### config.mk
export PLATFORM = sky130hd
export DESIGN_NAME = psram_refresh_ctrl
export DESIGN_NICKNAME = d
export VERILOG_FILES = /design/src/rtl/psr_pkg.sv /design/src/rtl/psr_regs.sv /design/src/rtl/psr_interval.sv /design/src/rtl/psr_sequencer.sv /design/src/rtl/psram_refresh_ctrl.sv
export SDC_FILE = /design/constraint.sdc
export NUM_CORES = 1
export LEC_CHECK = 0
export ABC_AREA = 1
export ABC_CLOCK_PERIOD_IN_PS = 2400
export BUFFER_PORTS_ARGS = -buffer_cell sky130_fd_sc_hd__buf_2
export CORE_AREA = 5 5 82 84
export CTS_BUF_LIST = sky130_fd_sc_hd__clkbuf_16
export DETAILED_ROUTE_END_ITERATION = 10
export DIE_AREA = 0 0 87 89
export PLACE_DENSITY = 0.83
export SYNTH_ARGS = -nofsm -noshare
export SYNTH_HDL_FRONTEND = slang
export SYNTH_HIERARCHICAL = 1
export SYNTH_SLANG_ARGS = --single-unit
### constraint.sdc
create_clock -name clk -period 2.4 [get_ports clk]
set_clock_uncertainty 0.05 [all_clocks]
set_input_delay 0.72 -clock clk [delete_from_list [all_inputs] [get_ports clk]]
set_output_delay 0.72 -clock clk [all_outputs]
set_load 0.1 [all_outputs]
### src/rtl/psr_pkg.sv
package psr_pkg;

  localparam int PRE_W = 12;

  typedef enum logic [1:0] {
    ADDR_CTRL = 2'd0,
    ADDR_SEL  = 2'd1,
    ADDR_CNT  = 2'd2,
    ADDR_CMP  = 2'd3
  } reg_addr_e;

  // control register, MSB first: precharge, extra wait, strobe count, mode, enable
  typedef struct packed {
    logic [1:0] pre;
    logic [1:0] wt;
    logic [1:0] ast;
    logic       mode;
    logic       en;
  } ctrl_t;

  typedef enum logic [2:0] {
    S_IDLE,
    S_STROBE,
    S_PRECH,
    S_SELF,
    S_RECOV
  } seq_state_e;

  // terminal value of the prescaler for a select code (ratio - 1)
  function automatic logic [PRE_W-1:0] div_limit(input logic [2:0] sel);
    logic [PRE_W-1:0] lim;
    case (sel)
      3'd1:    lim = PRE_W'(3);
      3'd2:    lim = PRE_W'(15);
      3'd3:    lim = PRE_W'(63);
      3'd4:    lim = PRE_W'(255);
      3'd5:    lim = PRE_W'(1023);
      3'd6:    lim = PRE_W'(2047);
      3'd7:    lim = PRE_W'(4095);
      default: lim = '0;
    endcase
    return lim;
  endfunction

  // strobe low length minus one
  function automatic logic [2:0] strobe_len_m1(input ctrl_t c);
    return {1'b0, c.ast} + {1'b0, c.wt};
  endfunction

endpackage

### src/rtl/psr_regs.sv
module psr_regs
  import psr_pkg::*;
#(
  parameter int CNT_W = 8
) (
  input  logic             clk,
  input  logic             rst_n,
  input  logic             wr_en,
  input  logic [1:0]       wr_addr,
  input  logic [CNT_W-1:0] wr_data,
  output ctrl_t            ctrl,
  output logic [2:0]       sel,
  output logic             sel_wr,
  output logic [CNT_W-1:0] cmp,
  output logic             cnt_wr,
  output logic [CNT_W-1:0] cnt_wdata
);

  logic ctrl_wr, cmp_wr;

  assign ctrl_wr   = wr_en && (wr_addr == ADDR_CTRL);
  assign sel_wr    = wr_en && (wr_addr == ADDR_SEL);
  assign cnt_wr    = wr_en && (wr_addr == ADDR_CNT);
  assign cmp_wr    = wr_en && (wr_addr == ADDR_CMP);
  assign cnt_wdata = wr_data;

  always_ff @(posedge clk) begin
    if (!rst_n) begin
      ctrl <= '0;
      sel  <= '0;
      cmp  <= '0;
    end else begin
      if (ctrl_wr) ctrl <= ctrl_t'(wr_data[7:0]);
      if (sel_wr)  sel  <= wr_data[2:0];
      if (cmp_wr)  cmp  <= wr_data;
    end
  end

endmodule

### src/rtl/psr_interval.sv
module psr_interval
  import psr_pkg::*;
#(
  parameter int CNT_W = 8
) (
  input  logic             clk,
  input  logic             rst_n,
  input  logic [2:0]       sel,
  input  logic             sel_wr,
  input  logic [CNT_W-1:0] cmp,
  input  logic             cnt_wr,
  input  logic [CNT_W-1:0] cnt_wdata,
  output logic             tick,
  output logic             req_pulse,
  output logic [CNT_W-1:0] cnt_q
);

  logic [PRE_W-1:0] pcnt_q;
  logic [CNT_W-1:0] cnt_next;

  assign tick      = (sel != 3'd0) && (pcnt_q == div_limit(sel));
  assign cnt_next  = cnt_q + 1'b1;
  assign req_pulse = tick && (cnt_next == cmp) && !cnt_wr;

  always_ff @(posedge clk) begin
    if (!rst_n) begin
      pcnt_q <= '0;
    end else if (sel_wr || sel == 3'd0 || tick) begin
      pcnt_q <= '0;
    end else begin
      pcnt_q <= pcnt_q + 1'b1;
    end
  end

  always_ff @(posedge clk) begin
    if (!rst_n) begin
      cnt_q <= '0;
    end else if (cnt_wr) begin
      cnt_q <= cnt_wdata;
    end else if (req_pulse) begin
      cnt_q <= '0;
    end else if (tick) begin
      cnt_q <= cnt_next;
    end
  end

endmodule

### src/rtl/psr_sequencer.sv
module psr_sequencer
  import psr_pkg::*;
#(
  parameter int RECOV_CYCLES = 16
) (
  input  logic  clk,
  input  logic  rst_n,
  input  ctrl_t ctrl,
  input  logic  req_pulse,
  input  logic  acc_active,
  output logic  rfsh_n,
  output logic  ce_allow,
  output logic  busy,
  output logic  pending,
  output logic  launch,
  output logic  strobe_active,
  output logic  prech_active,
  output logic  self_active,
  output logic  recov_active
);

  localparam int TMR_W = $clog2(RECOV_CYCLES + 8);
  localparam logic [TMR_W-1:0] RECOV_LOAD = TMR_W'(RECOV_CYCLES - 1);

  seq_state_e       state_q, state_d;
  logic [TMR_W-1:0] tmr_q, tmr_d;
  logic             self_req, auto_en, enter_self, tmr_zero;

  assign self_req   = ctrl.en && ctrl.mode;
  assign auto_en    = ctrl.en && !ctrl.mode;
  assign tmr_zero   = (tmr_q == '0);
  assign launch     = (state_q == S_IDLE) && !self_req && pending && !acc_active;
  assign enter_self = (state_q == S_IDLE) && self_req && !acc_active;

  always_comb begin
    state_d = state_q;
    tmr_d   = tmr_q;
    unique case (state_q)
      S_IDLE: begin
        if (enter_self) begin
          state_d = S_SELF;
        end else if (launch) begin
          state_d = S_STROBE;
          tmr_d   = TMR_W'(strobe_len_m1(ctrl));
        end
      end
      S_STROBE: begin
        if (tmr_zero) begin
          state_d = S_PRECH;
          tmr_d   = TMR_W'(ctrl.pre);
        end else begin
          tmr_d = tmr_q - 1'b1;
        end
      end
      S_PRECH: begin
        if (tmr_zero) state_d = S_IDLE;
        else          tmr_d   = tmr_q - 1'b1;
      end
      S_SELF: begin
        if (!self_req) begin
          state_d = S_RECOV;
          tmr_d   = RECOV_LOAD;
        end
      end
      S_RECOV: begin
        if (tmr_zero) state_d = S_IDLE;
        else          tmr_d   = tmr_q - 1'b1;
      end
      default: state_d = S_IDLE;
    endcase
  end

  always_ff @(posedge clk) begin
    if (!rst_n) begin
      state_q <= S_IDLE;
      tmr_q   <= '0;
      pending <= 1'b0;
    end else begin
      state_q <= state_d;
      tmr_q   <= tmr_d;
      pending <= auto_en && ((pending && !launch) || req_pulse);
    end
  end

  assign strobe_active = (state_q == S_STROBE);
  assign prech_active  = (state_q == S_PRECH);
  assign self_active   = (state_q == S_SELF);
  assign recov_active  = (state_q == S_RECOV);

  assign rfsh_n   = !(strobe_active || self_active);
  assign ce_allow = !(strobe_active || prech_active || self_active);
  assign busy     = strobe_active || prech_active || self_active ||
                    (pending && !recov_active);

endmodule

### src/rtl/psram_refresh_ctrl.sv
module psram_refresh_ctrl
  import psr_pkg::*;
#(
  parameter int CNT_W        = 8,
  parameter int RECOV_CYCLES = 16
) (
  input  logic             clk,
  input  logic             rst_n,
  input  logic             wr_en,
  input  logic [1:0]       wr_addr,
  input  logic [CNT_W-1:0] wr_data,
  input  logic             acc_active,
  output logic             rfsh_n,
  output logic             ce_allow,
  output logic             busy
);

  ctrl_t            ctrl;
  logic [2:0]       sel;
  logic             sel_wr, cnt_wr;
  logic [CNT_W-1:0] cmp, cnt_wdata, cnt_q;
  logic             tick, req_pulse;
  logic             pending, launch;
  logic             strobe_active, prech_active, self_active, recov_active;

  psr_regs #(.CNT_W(CNT_W)) u_regs (
    .clk       (clk),
    .rst_n     (rst_n),
    .wr_en     (wr_en),
    .wr_addr   (wr_addr),
    .wr_data   (wr_data),
    .ctrl      (ctrl),
    .sel       (sel),
    .sel_wr    (sel_wr),
    .cmp       (cmp),
    .cnt_wr    (cnt_wr),
    .cnt_wdata (cnt_wdata)
  );

  psr_interval #(.CNT_W(CNT_W)) u_interval (
    .clk       (clk),
    .rst_n     (rst_n),
    .sel       (sel),
    .sel_wr    (sel_wr),
    .cmp       (cmp),
    .cnt_wr    (cnt_wr),
    .cnt_wdata (cnt_wdata),
    .tick      (tick),
    .req_pulse (req_pulse),
    .cnt_q     (cnt_q)
  );

  psr_sequencer #(.RECOV_CYCLES(RECOV_CYCLES)) u_seq (
    .clk           (clk),
    .rst_n         (rst_n),
    .ctrl          (ctrl),
    .req_pulse     (req_pulse),
    .acc_active    (acc_active),
    .rfsh_n        (rfsh_n),
    .ce_allow      (ce_allow),
    .busy          (busy),
    .pending       (pending),
    .launch        (launch),
    .strobe_active (strobe_active),
    .prech_active  (prech_active),
    .self_active   (self_active),
    .recov_active  (recov_active)
  );

endmodule

# After elaboration in Yosys (flattened, before gate mapping)
# Index checks and enable logic that the tools add are counted.
# W data, S select, Z words.
[classes]
reduce_logical = 43
bitwise = 1
multipliers = 0
eq_ne = 23
magnitude_cmp = 0
n_mux = 16
addsub = 4
n_div = 0
shifts = 0
[op_table]
columns = ["operator", "n"]
rows = [
  ["$pmux W12 S7", 1],
  ["$mux W5", 5],
  ["$mux W8", 3],
  ["$pmux W5 S4", 1],
  ["$logic_and A1 B1 Y1", 17],
  ["$eq A3 B3 Y1 const B", 5],
  ["$mux W3", 5],
  ["$add A12 B1 Y12 const B", 1],
  ["$eq A12 B12 Y1", 1],
  ["$eq A3 B2 Y1 const B", 4],
  ["$pmux W3 S4", 1],
  ["$add A8 B1 Y8 const B", 1],
  ["$eq A8 B8 Y1", 1],
  ["$logic_not A1 Y1", 8],
  ["$ne A2 B2 Y1 const B", 4],
  ["$logic_or A1 B1 Y1", 7],
  ["$eq A3 B1 Y1 const B", 2],
  ["$logic_not A3 Y1", 2],
  ["$reduce_bool A3 Y1", 2],
  ["$logic_not A5 Y1", 1],
  ["$reduce_and A5 Y1", 1],
  ["$sub A5 B1 Y5 const B", 1],
  ["$eq A2 B2 Y1 const B", 2],
  ["$ne A2 B1 Y1 const B", 2],
  ["8 further kinds", 9],
]
[word_totals]
rom_bits = 0
reg_bits = 48
ramBits = 0
memories = 0
latch_bits = 0
out_inout_bits = 3

# Depth between registers and ports, before layout
# Gate-level depths: netlist (run 1).
[depth]
ltp_word = 9
ltp_mapped = 13

# Modules after synthesis
# Netlist (run 1), hierarchy kept.
[by_module_without_submodules]
columns = ["module", "cells_each", "n_inst", "area_per_inst_um2"]
rows = [
  ["psr_interval", 248, 1, 1497.7],
  ["psr_regs", 135, 1, 915.9],
  ["psr_sequencer", 118, 1, 742.0],
]

# Worst setup path before layout (run 1)
# OpenSTA, ideal clock, no wires.
[synth_timing]
kind = "register to output"
from = "register u_seq.state_q[1]"
to = "output busy"
t_arrival_ps = 2787
slack_ps = -1157
n_path_buf = 0
path_stages_with_launch = 5
cell_sequence = "dfxtp_1 -> nor2_2 -> nand2_2 -> inv_1 -> o21ai_0"
[synth_via]
elab_chain_cells = 4
word_cells_on_any_way = 9
classes_between = "4 x eq/ne; 5 x reduce/logical"
[synth_lines]
columns = ["element", "line", "rtl"]
rows = [
  ["start: declaration", "psr_sequencer.sv:25", "seq_state_e state_q, state_d;"],
  ["start signal: assignment", "psr_sequencer.sv:79", "state_q <= state_d;"],
  ["$eq A3 B3 Y1", "psr_sequencer.sv:88", "assign recov_active = (state_q == S_RECOV);"],
  ["net recov_active", "psram_refresh_ctrl.sv:24", "logic strobe_active, prech_active, self_active, recov_active;"],
  ["$logic_not A1 Y1", "psr_sequencer.sv:93", "(pending && !recov_active);"],
  ["$logic_and A1 B1 Y1", "psr_sequencer.sv:93", ""],
  ["$logic_or A1 B1 Y1", "psr_sequencer.sv:92", "assign busy = strobe_active || prech_active || self_active ||"],
  ["end: declaration", "psram_refresh_ctrl.sv:15", "output logic busy"],
]
# The timed path passes the listed nets, and every way through them passes these cells.

# Worst setup path in the final report (run 1)
# Ends and elaborated chain as after synthesis.

==> impl_metrics.yaml, run 1 <==
run_status:
  outcome: "finished, final reports clean"
cts:
  clkSinkCount: 48
  numCtsBuffers: 5
  worstSkewPairLatency_ps: 290
  cts_tree: "built"
  htree_levels: 2
  cts_root_buffer: "clkbuf_16"
  clock_path_buffers: 2
  post_cts_buffers: 0
  path_clk_slew_ps: 60
power_and_ir_drop:
  p_leak_nw: 1.616
  ir_drop_mv: 0.3437
  p_per_area_nw_per_um2: 496.8
worst_setup_path:
  cp_slowest_cell: "dfxtp_1"
  crit_arrival_ps: 1510
  worst_setup_path_end_kind: "output port"
  critPathBufInv: 2
  path_class: "flip-flop to output port"
  worstSetupStartpointType: "flip-flop"
  crit_family: "flip-flops"
  cpPeakStageDelay_ps: 470
  ff2ff_setup_slack_ps: 450
  critPathMaxFanout: 6
  crit_chain: "nor2_2 -> nand2_2 -> inv_1 -> o21ai_4 -> clkbuf_4"
  crit_required_ps: 1630
sta:
  fin_setup_tns_ps: 0
  period_minus_slack_ps: 2280
  rsz0062_at_grt: "false"
  fmax_mhz: 438.7
  relSlewSlack_pct: 67.75
  post-route-period-util_pct: 94.98
  maxSlewViolCount: 0
  fin_ws_ps: 120.5
  worst-slew-pin-transition_ps: 487.1
  setup_viol: 0
  hold_viol: 0
floorplanning:
  ios: 17
  die_x_um: 87
  core_um2: 5851
  die_y_um: 89
  initial_core_util_pct: 53.87
  die_area_um2: 7743
  rows: 28
cells_and_area:
  nNetsFinal: 531
  diodes: 0
  nFillCells: 550
  mostFrequentLayoutCells: "nand2_1 (132), nor2_1 (81), inv_1 (72)"
  layout_commonest_cell: "nand2_1"
  ff_latch_area_um2: 960.9
  area_delta_synth_final_pct: 7.781
  multi_input_area_um2: 1780
  drive_gt1_share_pct: 13.48
detailed_routing:
  drt-vias-per-instance: 5.039
  wirelength_um: 6552
  ant_nets: 0
  dr.first_iter.drc_count: 138
  drcViolationCount: 0
  vias: 2958
  wire_per_inst_um: 11.16
  firstDrtPassIters: 5
global_routing:
  grt_pass1_wl_um: 11880
  gr-total-overflow: 0
  antenna_found_initial: 0
  grt_pass1_vias: 2829
  grt_max_degree: 24
  track_usage_pct: 18.89
logic_synthesis:
  syn_avg_cell_area_um2: 6.304
  synth_cells: 500
  synth_nets: 519
  ys_warn_count: 6
  mappedNetlistArea_um2: 3152
placement:
  port_buffers: 16
  hpwl_um: 5050
  pre_cts_slack_ps: 289.3
  finalWeightedCongestion: 0.9462
flow_run:
  maxCapViolations: 0
min_path:
  hp-class: "flip-flop to flip-flop"
## path summary, 6_finish.rpt
path                             start                   end  cells past startpoint
setup reg to reg   u_interval/cnt_q[0]         u_seq/pending                     12
hold reg to reg   u_interval/pcnt_q[0]  u_interval/pcnt_q[0]                      1
setup / recovery      u_seq/state_q[1]                  busy                      5
hold / removal    u_interval/pcnt_q[0]  u_interval/pcnt_q[0]                      1
## state kept, by name (all words and copies together) (netlist names)
| signal | count |
|---|---|
| u_interval/cnt_q | 8 |
| u_interval/pcnt_q | 12 |
| u_regs/cmp | 8 |
| u_regs/ctrl | 8 |
| u_regs/sel | 3 |
| u_seq/pending | 1 |
| u_seq/state_q | 3 |
| u_seq/tmr_q | 5 |
## layout make-up
class	instances	share of cell area [%]
multi-input cells	355	52.41
flip-flops and latches	48	28.29
inverters	81	8.950
clock buffers	5	3.683
repair buffers	21	3.536
well taps	75	2.762
clock inverters	2	0.3683
## repair_timing
item / 4_1_cts / 5_1_grt
endpoints found under the setup margin: 0 / 1
hold buffers: 0 / 0
resized for setup: 0 / 1
## per-layer routing
metal / vias up / part of all wire (%) / global-route usage [%]
li1: 1565 / - / -
met1: 1323 / 47 / 23.68
met2: 66 / 47 / 32.78
met3: 4 / 5.6 / 3.687
met4: 0 / 0.52 / 5.807
met5: - / 0 / 0
## through the flow
stage | total power, mW | utilization, % | hold WS (ps) | std cells | cell area [um2]
finish | 1.687 | 58.06 | 404.5 | 587 | 3397
floorplan | 0.9966 | - | 367.3 | 500 | 3166
detailed placement | 1.036 | 55.67 | 401.8 | 580 | 3257
global placement | 1.031 | 55.67 | 377.2 | 580 | 3257
global route | 1.777 | 58.06 | 449.5 | 587 | 3397
CTS | 1.703 | 58.02 | 411.4 | 587 | 3395
## where the power goes
part	leakage, nW	switching [mW]	total, mW	internal [mW]
Combinational	1.16	0.117	0.181	0.0640
Clock	0.0657	0.289	0.668	0.378
Sequential	0.390	0.0194	0.839	0.820
(Power assumes the default switching activity.)
==> inputs of run 2 (changes only) <==
--- a/config.mk
+++ b/config.mk
@@ -12,6 +12,7 @@
 export CTS_BUF_LIST = sky130_fd_sc_hd__clkbuf_16
 export DETAILED_ROUTE_END_ITERATION = 10
 export DIE_AREA = 0 0 87 89
+export MAX_ROUTING_LAYER = met4
 export PLACE_DENSITY = 0.83
 export SYNTH_ARGS = -nofsm -noshare
 export SYNTH_HDL_FRONTEND = slang
==> run 2 against run 1 <==
  * Clock power fell by 3%
  * Largest power group unchanged
  * Count of clock-buffer cells in the layout did not move
  * Die area did not move
  * Highest routed layer unchanged
  * Worst setup slack got worse by 11 ps
  * Critical endpoint unchanged
==> impl_metrics.yaml, run 2 (same netlist as run 1, synthesis figures left out) <==
placement:
  port_buffers: 16
  finalWeightedCongestion: 0.9132
  dpl_cell_area_um2: 3257
  dp.cells: 580
  pre_cts_slack_ps: 200.6
  hpwl_um: 5013
worst_setup_path:
  crit_chain: "nor2_2 -> nand2_2 -> inv_1 -> o21ai_4 -> clkbuf_4"
  path_class: "flip-flop to output port"
  critPathBufInv: 2
  worst_setup_path_end_kind: "output port"
  crit_family: "flip-flops"
  critPathMaxFanout: 6
  cpPeakStageDelay_ps: 470
  crit_required_ps: 1630
  crit_arrival_ps: 1520
  cp_slowest_cell: "dfxtp_1"
  worstSetupStartpointType: "flip-flop"
power_and_ir_drop:
  p_switching_mw: 0.4141
  p_seq_share_pct: 50.2
  combPwrFrac_pct: 10.9
  swShare_pct: 24.76
  ir_drop_mv: 0.3267
  p_leak_nw: 1.621
  p_int_mw: 1.258
  clockPowerShare_pct: 38.9
  p_per_area_nw_per_um2: 492.7
  total_power_mw: 1.672
cts:
  cts-resized-gates: 0
  ctsHoldBuffers: 0
  clkSinkCount: 48
  cts_root_buffer: "clkbuf_16"
  cts_tree: "built"
  clock_path_buffers: 2
  worstSkewPairLatency_ps: 280
  path_clk_slew_ps: 60
  numCtsBuffers: 5
  htree_levels: 2
  post_cts_buffers: 0
cells_and_area:
  area_delta_synth_final_pct: 7.662
  nFillCells: 565
  stdcell_count: 587
  multi_input_area_um2: 1780
  drive_gt1_share_pct: 13.28
  layout_commonest_cell: "nand2_1"
  diodes: 0
  largest_reg_flops: 12
  top_register: "u_interval/pcnt_q"
  nNetsFinal: 531
  utilization_pct: 58.00
  mostFrequentLayoutCells: "nand2_1 (132), nor2_1 (81), inv_1 (73)"
  final_area_um2: 3393
  ff_latch_area_um2: 960.9
global_routing:
  grt_pass1_vias: 2815
  grt_pass1_wl_um: 12030
  track_usage_pct: 19.67
  antenna_found_initial: 0
  gr-total-overflow: 0
  grt_max_degree: 24
floorplanning:
  initial_core_util_pct: 53.87
  die_y_um: 89
  die_x_um: 87
  ios: 17
  core_um2: 5851
  rows: 28
  die_area_um2: 7743
sta:
  worst-slew-pin-transition_ps: 486.7
  setup_viol: 0
  holdWs_ps: 404.5
  maxSlewViolCount: 0
  relSlewSlack_pct: 67.78
  fmax_mhz: 436.5
  fin_ws_ps: 109.2
  post-route-period-util_pct: 95.45
  fin_setup_tns_ps: 0
  hold_viol: 0
  rsz0062_at_grt: "false"
  period_minus_slack_ps: 2291
detailed_routing:
  firstDrtPassIters: 4
  wirelength_um: 6706
  vias: 2944
  drcViolationCount: 0
  ant_nets: 0
  wire_per_inst_um: 11.42
  dr.first_iter.drc_count: 176
  drt-vias-per-instance: 5.015
flow_run:
  maxCapViolations: 0
run_status:
  outcome: "finished, final reports clean"
min_path:
  hp-class: "flip-flop to flip-flop"
==> run 2: final timing paths <==
kind / from / endpoint / slack, ps / cells past startpoint
max reg2reg: u_interval/cnt_q[0] / u_seq/pending / 390 / 12
min: u_interval/pcnt_q[0] / u_interval/pcnt_q[0] / 400 / 1
min reg2reg: u_interval/pcnt_q[0] / u_interval/pcnt_q[0] / 400 / 1
max: u_seq/state_q[1] / busy / 110 / 5
==> run 2: layout make-up <==
cell class | instances | area share (%)
well taps | 75 | 2.765
multi-input cells | 355 | 52.47
clock inverters | 2 | 0.2581
repair buffers | 21 | 3.540
clock buffers | 5 | 3.687
inverters | 81 | 8.960
flip-flops and latches | 48 | 28.32
==> run 2: per-layer routing <==
metal | track usage (%) | part of all wire, %
met1 | 23.23 | 48
met2 | 34.51 | 47
met3 | 3.502 | 4.4
met4 | 5.099 | 0.72
met5 | - | 0
==> run 2: power groups by stage <==
stage          logic (mW)  clock network [mW]  registers, mW
5_1_grt             0.209               0.701          0.843
3_3_place_gp        0.174                   0          0.856
4_1_cts             0.182               0.668          0.839
6_report            0.182               0.650          0.840
2_1_floorplan       0.144                   0          0.852
3_5_place_dp        0.179                   0          0.857
==> inputs of run 3 (changes only) <==
--- a/config.mk
+++ b/config.mk
@@ -6,14 +6,14 @@
 export NUM_CORES = 1
 export LEC_CHECK = 0
 export ABC_AREA = 1
-export ABC_CLOCK_PERIOD_IN_PS = 2400
+export ABC_CLOCK_PERIOD_IN_PS = 2600
 export BUFFER_PORTS_ARGS = -buffer_cell sky130_fd_sc_hd__buf_2
-export CORE_AREA = 5 5 82 84
+export CORE_AREA = 5 5 79 81
 export CTS_BUF_LIST = sky130_fd_sc_hd__clkbuf_16
 export DETAILED_ROUTE_END_ITERATION = 10
-export DIE_AREA = 0 0 87 89
+export DIE_AREA = 0 0 84 86
 export MAX_ROUTING_LAYER = met4
-export PLACE_DENSITY = 0.83
+export PLACE_DENSITY = 0.86
 export SYNTH_ARGS = -nofsm -noshare
 export SYNTH_HDL_FRONTEND = slang
 export SYNTH_HIERARCHICAL = 1
==> constraint.sdc (replaced) <==
create_clock -name clk -period 2.6 [get_ports clk]
set_clock_uncertainty 0.05 [all_clocks]
set_input_delay 0.78 -clock clk [delete_from_list [all_inputs] [get_ports clk]]
set_output_delay 0.78 -clock clk [all_outputs]
set_load 0.1 [all_outputs]
==> run 3 against run 2 <==
  * Routed wire length up 1.6%
  * Critical path depth unchanged
  * First-iteration DRC count up 1.1%
  * Via count up 1.9%
  * Count of clock-buffer cells in the layout unchanged
  * Design area down 0.63%
  * Sequential power down 7.7%
  * Global-route usage up 0.90 points
  * Utilization up 4.4 points
  * Worst setup slack better by 67 ps
  * Hold slack worse by 9.0 ps
  * Sequential share of layout area up 0.18 points
==> impl_metrics.yaml, run 3 (same netlist as run 1, synthesis figures left out) <==
sta:
  setup_viol: 0
  fin_setup_tns_ps: 0
  relSlewSlack_pct: 67.85
  rsz0062_at_grt: "false"
  holdWs_ps: 395.5
  period_minus_slack_ps: 2423
  fmax_mhz: 412.7
  post-route-period-util_pct: 93.20
  maxSlewViolCount: 0
  hold_viol: 0
  worst-slew-pin-transition_ps: 485.7
floorplanning:
  die_x_um: 84
  rows: 27
  die_y_um: 86
  ios: 17
  initial_core_util_pct: 58.31
  die_area_um2: 7224
  core_um2: 5405
power_and_ir_drop:
  combPwrFrac_pct: 10.8
  p_seq_share_pct: 50.2
  p_leak_nw: 1.614
  swShare_pct: 24.88
  p_int_mw: 1.160
  p_switching_mw: 0.3841
  ir_drop_mv: 0.2960
  clockPowerShare_pct: 39.0
  p_per_area_nw_per_um2: 457.9
global_routing:
  track_usage_pct: 20.57
  grt_max_degree: 24
  grt_pass1_vias: 2876
  grt_pass1_wl_um: 11960
  gr-total-overflow: 0
  antenna_found_initial: 0
detailed_routing:
  vias: 2999
  drcViolationCount: 0
  wirelength_um: 6812
  firstDrtPassIters: 5
  drt-vias-per-instance: 5.144
  ant_nets: 0
  wire_per_inst_um: 11.68
  dr.first_iter.drc_count: 178
worst_setup_path:
  crit_required_ps: 1770
  regToRegStartpoint: "u_interval/cnt_q[0]"
  crit_arrival_ps: 1590
  worst_setup_path_end_kind: "output port"
  ff2ff_setup_slack_ps: 580
  worstSetupStartpointType: "flip-flop"
  r2r_end: "u_seq/pending"
  path_class: "flip-flop to output port"
  r2r_cells: 12
  critPathMaxFanout: 6
min_path:
  min-delay-start: "u_interval/pcnt_q[0]"
  hp-class: "flip-flop to flip-flop"
  hold-path-endpoint: "u_interval/pcnt_q[0]"
  hold_depth: 1
cts:
  clock_path_buffers: 2
  htree_levels: 2
  cts_root_buffer: "clkbuf_16"
  path_clk_slew_ps: 50
  clkSinkCount: 48
  worstSkewPairLatency_ps: 290
  ctsHoldBuffers: 0
  cts-resized-gates: 0
  cts_tree: "built"
  numCtsBuffers: 5
  post_cts_buffers: 0
cells_and_area:
  layout_commonest_cell: "nand2_1"
  diodes: 0
  utilization_pct: 62.38
  largest_reg_flops: 12
  mostFrequentLayoutCells: "nand2_1 (133), nor2_1 (81), inv_1 (74)"
  final_area_um2: 3372
  area_delta_synth_final_pct: 6.987
  nFillCells: 493
  drive_gt1_share_pct: 12.52
  stdcell_count: 583
  top_register: "u_interval/pcnt_q"
  nNetsFinal: 529
placement:
  port_buffers: 16
  hpwl_um: 5282
  finalWeightedCongestion: 0.9148
  dpl_cell_area_um2: 3236
  dp.cells: 575
run_status:
  outcome: "finished, final reports clean"
flow_run:
  maxCapViolations: 0
run 3: per-layer routing:
metal  global-route usage, %  share of wire (%)  vias up
met3                   4.131                4.9       11
met5                       -                  0        -
met2                   36.37                 49       84
li1                        -                  -     1557
met4                   7.602                1.8        0
met1                   23.00                 45     1347
run 3: worst max path at each step:
stage,start,endpoint,slack [ps],depth (start not counted)
3_3_place_gp,u_seq/state_q[1],busy,490,5
5_1_grt,u_seq/state_q[1],busy,100,5
3_5_place_dp,wr_en,u_interval/cnt_q[2],440,11
6_report,u_seq/state_q[1],busy,180,5
4_1_cts,u_seq/state_q[1],busy,170,5
2_1_floorplan,u_seq/state_q[1],busy,30,4
run 3: critical path, cell delays in order, from the launching register on:
cell and delay [ps]:
dfxtp_1 460, nor2_2 80, nand2_2 140, inv_1 90, o21ai_4 110, buf_2 430
run 3: power by group through the flow:
| stage | Combinational [mW] | Clock (mW) | Sequential, mW |
|---|---|---|---|
| after floorplan | 0.133 | 0 | 0.787 |
| after global placement | 0.160 | 0 | 0.791 |
| after detailed placement | 0.164 | 0 | 0.791 |
| after CTS | 0.165 | 0.617 | 0.775 |
| after global routing | 0.189 | 0.644 | 0.778 |
| final | 0.167 | 0.602 | 0.775 |
run 3: stage by stage:
| stage | setup slack [ps] | total power [mW] |
|---|---|---|
| after floorplan | 25.58 | 0.9199 |
| after global placement | 486.5 | 0.9503 |
| after detailed placement | 441.9 | 0.9554 |
| after CTS | 170.0 | 1.558 |
| after global routing | 96.07 | 1.611 |
| final | 176.7 | 1.544 |
run 3: layout make-up:
cell class                 count  area [um2]  area share [%]
multi-input combinational    355        1778           52.73
inverter                      81       304.0           9.017
sequential                    48       960.9           28.50
tap                           72       90.09           2.672
clock buffer                   5       125.1           3.711
timing repair buffer          19       102.6           3.043
clock inverter                 3       11.26          0.3340
